<file path="config.mk">
export PLATFORM = sky130hd
export DESIGN_NAME = cll_lookahead4
export DESIGN_NICKNAME = d
export VERILOG_FILES = /design/src/rtl/cll_pkg.sv /design/src/rtl/cll_carry_net.sv /design/src/rtl/cll_group_pg.sv /design/src/rtl/cll_lookahead4.sv
export SDC_FILE = /design/constraint.sdc
export NUM_CORES = 1
export LEC_CHECK = 0
export ABC_AREA = 1
export CAP_MARGIN = 10
export CORE_AREA = 2 2 39 41
export DETAILED_ROUTE_END_ITERATION = 12
export DIE_AREA = 0 0 41 43
export GPL_TIMING_DRIVEN = 0
export PLACE_DENSITY = 0.35
export SYNTH_ARGS = -nofsm -noshare
export SYNTH_HDL_FRONTEND = slang
export SYNTH_SLANG_ARGS = --single-unit
export TNS_END_PERCENT = 100
</file>
<file path="constraint.sdc">
create_clock -name vclk -period 0.8
set_input_delay 0.08 -clock vclk [all_inputs]
set_output_delay 0.08 -clock vclk [all_outputs]
set_load 0.005 [all_outputs]
</file>
<file path="src/rtl/cll_pkg.sv">
package cll_pkg;
  localparam int unsigned CLL_LANES_DEFAULT = 4;

  typedef struct packed {
    logic prop;
    logic gen;
  } grp_pg_t;
endpackage

</file>
<file path="src/rtl/cll_carry_net.sv">
module cll_carry_net #(
  parameter int unsigned LANES = cll_pkg::CLL_LANES_DEFAULT
) (
  input  logic [LANES-1:0] colProp,
  input  logic [LANES-1:0] colGen,
  input  logic             carryIn,
  output logic [LANES:1]   carries
);
  // Flat sum of products for the carry out of column upTo:
  // one term per generating column j, ANDed with every propagate above it,
  // plus a term carrying carryIn through all columns 0..upTo.
  function automatic logic flatCarry(input logic [LANES-1:0] p,
                                     input logic [LANES-1:0] g,
                                     input logic c,
                                     input int upTo);
    logic acc;
    logic term;
    acc = 1'b0;
    for (int j = 0; j < int'(LANES); j++) begin
      if (j <= upTo) begin
        term = g[j];
        for (int k = 0; k < int'(LANES); k++) begin
          if (k > j && k <= upTo) term = term & p[k];
        end
        acc = acc | term;
      end
    end
    term = c;
    for (int k = 0; k < int'(LANES); k++) begin
      if (k <= upTo) term = term & p[k];
    end
    return acc | term;
  endfunction

  for (genvar i = 0; i < int'(LANES); i++) begin : g_col
    assign carries[i+1] = flatCarry(colProp, colGen, carryIn, i);
  end
endmodule

</file>
<file path="src/rtl/cll_group_pg.sv">
module cll_group_pg #(
  parameter int unsigned LANES = cll_pkg::CLL_LANES_DEFAULT
) (
  input  logic [LANES-1:0] colProp,
  input  logic [LANES-1:0] colGen,
  output cll_pkg::grp_pg_t groupPg
);
  logic [LANES-1:0] genTerms;

  // Term j: generate in column j passed through every column above it.
  for (genvar j = 0; j < int'(LANES); j++) begin : g_term
    if (j == int'(LANES) - 1) begin : g_top
      assign genTerms[j] = colGen[j];
    end else begin : g_low
      assign genTerms[j] = colGen[j] & (&colProp[LANES-1:j+1]);
    end
  end

  assign groupPg.prop = &colProp;
  assign groupPg.gen  = |genTerms;
endmodule

</file>
<file path="src/rtl/cll_lookahead4.sv">
module cll_lookahead4 #(
  parameter int unsigned LANES = cll_pkg::CLL_LANES_DEFAULT
) (
  input  logic [LANES-1:0] colProp,
  input  logic [LANES-1:0] colGen,
  input  logic             carryIn,
  output logic [LANES-1:1] innerCarry,
  output logic             carryOut,
  output logic             groupProp,
  output logic             groupGen
);
  logic [LANES:1]   allCarries;
  cll_pkg::grp_pg_t groupPg;

  cll_carry_net #(.LANES(LANES)) u_carry (
    .colProp (colProp),
    .colGen  (colGen),
    .carryIn (carryIn),
    .carries (allCarries)
  );

  cll_group_pg #(.LANES(LANES)) u_group (
    .colProp (colProp),
    .colGen  (colGen),
    .groupPg (groupPg)
  );

  assign innerCarry = allCarries[LANES-1:1];
  assign carryOut   = allCarries[LANES];
  assign groupProp  = groupPg.prop;
  assign groupGen   = groupPg.gen;
endmodule

</file>
# After elaboration in Yosys (flattened, before gate mapping)
# Index checks and enable logic that the tools add are counted.
word_totals:
  out_inout_bits: 6
  inputBits: 9
  elab_cells: 26
  register_bits: 0
classes:
  bitwise_logic: 22
  n_reduce_logical: 4
op_table:
  columns: ["operator", "n"]
  rows:
  - ["1-bit AND", 12]
  - ["1-bit OR", 10]
  - ["4-bit AND reduction", 1]
  - ["4-bit OR reduction", 1]
  - ["3-bit AND reduction", 1]
  - ["2-bit AND reduction", 1]

# Depth between registers and ports, before layout
depth:
  ltp_word: 7
  depth_mapped: 4
  ltp_nobuf: 4

# Cells and area by module
# Synthesis repeated with hierarchy kept, for this count alone.
unflattened:
  hier_cells: 30
  area_unflattened_um2: 132.6
by_module_without_submodules:
  columns: ["module", "seq_area_each_um2", "cells_each", "area_per_inst_um2", "instances"]
  rows:
  - ["cll_carry_net", 0.0, 20, 86.3, 1]
  - ["cll_group_pg", 0.0, 10, 46.3, 1]

# Least setup slack after synthesis
# Ideal clock, no wire load.
synth_path:
  path_type: "in2out"
  start: "in colProp[2]"
  end: "out carryOut"
  stages: 4
  path_slack_ns: 0.331
  n_path_buf: 0
  required_time_ns: 0.720
  arrival_time_ns: 0.389
  path_cell_list: "nand2_1 -> nor2_2 -> nand2_1 -> nand3_1"
synth_via:
  elab_chain_len: 6
  word_cells_on_any_way: 10
  cone_classes: "bitwise: 10"
synth_rtl:
  columns: ["item", "line_no", "source"]
  rows:
  - ["start: declaration", "cll_lookahead4.sv:4", "input logic [LANES-1:0] colProp,"]
  - ["1-bit AND (2 in a row)", "cll_carry_net.sv:23", "if (k > j && k <= upTo) term = term & p[k];"]
  - ["1-bit OR (3 in a row)", "cll_carry_net.sv:25", "acc = acc | term;"]
  - ["1-bit OR (*)", "cll_carry_net.sv:32", "return acc | term;"]
  - ["end: declaration", "cll_lookahead4.sv:8", "output logic carryOut,"]
# Mark *: on every way between the ends. The rest lies on a longest branch, timed or not.

# Worst setup path after layout
layout_path:
  start: "in colGen[0]"
  end: "out innerCarry[2] (netlist name)"
layout_via:
  elab_chain_len: 3
layout_rtl:
  columns: ["item", "line_no", "source"]
  rows:
  - ["start: declaration", "cll_lookahead4.sv:5", "input logic [LANES-1:0] colGen,"]
  - ["1-bit AND", "cll_carry_net.sv:23", null]
  - ["1-bit OR", "cll_carry_net.sv:25", null]
  - ["1-bit OR", "cll_carry_net.sv:32", null]
  - ["end: declaration", "cll_lookahead4.sv:7", "output logic [LANES-1:1] innerCarry,"]
# No other way between the ends.

==> results.sh <==
export IMPL_wl_met2_um=226
export IMPL_area_delta_synth_final_pct=166
export IMPL_via_per_inst=3.63
export IMPL_final_seq_area_um2=0
export IMPL_io_pins=15
export IMPL_p_int_mw=0.0484
export IMPL_nNetsFinal=44
export IMPL_die_x_um=41
export IMPL_fin_area_um2=216
export IMPL_place_area_um2=251
export IMPL_cellLeakagePower_nw=0.106
export IMPL_yosys_area_top_type="nand2_1"
export IMPL_yosysSeqAreaShare_pct=0
export IMPL_hold_viol_final=0
export IMPL_grt_pass1_vias=183
export IMPL_yosysTopAreaCellShare_pct=41.5
export IMPL_drtPass1Iterations=1
export IMPL_hp_class="in -> out"
export IMPL_drive_gt1_share_pct=45.5
export IMPL_dieArea_mm2=0.00176
export IMPL_tightest_slew_ns=0.111
export IMPL_period_share_pct=94.1
export IMPL_synthTopCellsByArea="nand2_1, nand3_1, a21o_1"
export IMPL_cap_violations=0
export IMPL_wl_met1_um=109
export IMPL_drtIter0Drc=0
export IMPL_grt_start_max_net_pins=6
export IMPL_synth_cell_types=8
export IMPL_report_final_slew_viol_count=0
export IMPL_antenna_found_initial=0
export IMPL_rsz0062_at_grt="no"
export IMPL_swShare_pct=49.8
export IMPL_start_util_pct=5.88
export IMPL_power_net_switching_mw=0.0480
export IMPL_slowest_stage="clkdlybuf4s15_1"
export IMPL_vias=178
export IMPL_power_share_clock_pct=0
export IMPL_setup_viol=0
export IMPL_pre_cts_ws_ns=-0.749
export IMPL_required_ns=0.72
export IMPL_syn_inst=18
export IMPL_ant_nets=0
export IMPL_die_h_um=43
export IMPL_max_stage_delay_ns=0.18
export IMPL_maxUsedRoutingLayer="met3"
export IMPL_synth_area_um2=81.3
export IMPL_routed_wl_met3_um=70
export IMPL_status="finished, final reports clean"
export IMPL_core_area_mm2=0.00138
export IMPL_grt_pass1_wl_um=627
export IMPL_fin_cells=49
export IMPL_fmax_mhz=1330
export IMPL_drcViolationCount=0
export IMPL_syn_area_per_cell_um2=4.52
export IMPL_path_cells="clkdlybuf4s15_1 > inv_1 > nand2_2 > a21o_1 > buf_2"
export IMPL_yosysMostFrequentCell="nand2_1"
export IMPL_synthesis_nets=27
export IMPL_wl_per_cell_um=8.29
export IMPL_p_seq_share_pct=0
export IMPL_clock_buffers=0
export IMPL_port_buffers=15
export IMPL_dpl_cell_count=49
export IMPL_crit_family="buffers and inverters"
export IMPL_worstSetupStartpointType="input pin"
export IMPL_cp_arrival_ns=0.67
export IMPL_slew_headroom_pct=92.6
export IMPL_power_mw=0.0963
export IMPL_ir_drop_uv=37.8
export IMPL_synth_commonest_cells="nand2_1, nand3_1"
export IMPL_path_buf_inv=3
export IMPL_design_seq_count=0
export IMPL_globalRouteOverflowTotal=0
export IMPL_cp_end_kind="output port"
export IMPL_std_cell_rows=14
export IMPL_cp_max_fo=3
export IMPL_n_fill_cell=166
export IMPL_wl_um=406
export IMPL_layout_setup_ws_ns=0.0472
export IMPL_gp_congestion=0.463
export IMPL_whs_ns=0.453
export IMPL_dpl_hpwl_um=344
export IMPL_min_period_ns=0.753
export IMPL_p_comb_share_pct=100.0
export IMPL_diodes=0
export IMPL_synth_warnings=0
export IMPL_path_class="in -> out"
export IMPL_groute_usage_overall_pct=4.70
export IMPL_p_per_area_mw_per_mm2=445
[layer usage]
| metal | GRT usage [%] | up-vias |
|---|---|---|
| met5 | 0 | - |
| met4 | 0 | 0 |
| met3 | 0.524 | 0 |
| met2 | 10.9 | 9 |
| met1 | 3.48 | 79 |
| li1 | - | 90 |
[path summary, 6_finish.rpt]
check             slack (ns)  startpoint       endpoint  depth (start not counted)
hold / removal          0.45   colGen[1]  innerCarry[2]                          3
setup / recovery        0.05   colGen[0]  innerCarry[2]                          5
[cell families (layout without fill, tap and decap cells)]
| family | count (synthesis) | count (layout) | share of synthesized area [%] |
|---|---|---|---|
| buf+inv | 1 | 16 | 4.61 |
| simple gates | 15 | 15 | 80.0 |
| compound gates | 2 | 2 | 15.4 |
[worst min-delay path: cells and delay by family]
| family | cells | cell delay, ns |
|---|---|---|
| buffers and inverters | 2 | 0.21 |
| AOI/OAI and AO/OA | 1 | 0.08 |
[final cells by class]
type                            count  area (µm²)  area share [%]
Inverter                            1        3.75            1.73
Timing Repair Buffer               15        97.6            45.1
Multi-Input combinational cell     17        95.1            43.9
Tap cell                           16        20.0            9.25
[power by group through the flow]
stage / logic [mW] / clock network (mW) / registers [mW]
final: 0.0963 / 0 / 0
after global routing: 0.108 / 0 / 0
after CTS: 0.0981 / 0 / 0
after detailed placement: 0.125 / 0 / 0
after global placement: 0.125 / 0 / 0
after floorplan: 0.0298 / 0 / 0
[through the flow]
step	TNS, ns	utilization, %
after detailed placement	-3.80	18.2
after global routing	0	15.6
after CTS	0	16.2
after global placement	-3.78	18.2
final	0	15.6
after floorplan	0	-
[placed cells by master (no fill, tap or decap)]
cell type        synthesis  final
a21oi_1                  1      1
a21o_1                   1      1
nand3_1                  3      2
nor2_2                   1      1
nand3_2                  0      1
nand2_1                  9      7
nand2_2                  0      2
dlygate4sd2_1            0      2
clkdlybuf4s15_1          0      3
nor2_4                   0      1
nand4_1                  1      1
inv_1                    1      1
clkbuf_2                 0      2
buf_2                    0      8
[repair_timing]
item,CTS,global route
setup buffers,0,0
gates resized for setup,45,6
hold buffers,0,0
pin swaps,5,4
setup endpoints to repair,6,5
No activity file was read; power rests on OpenSTA's default activity.
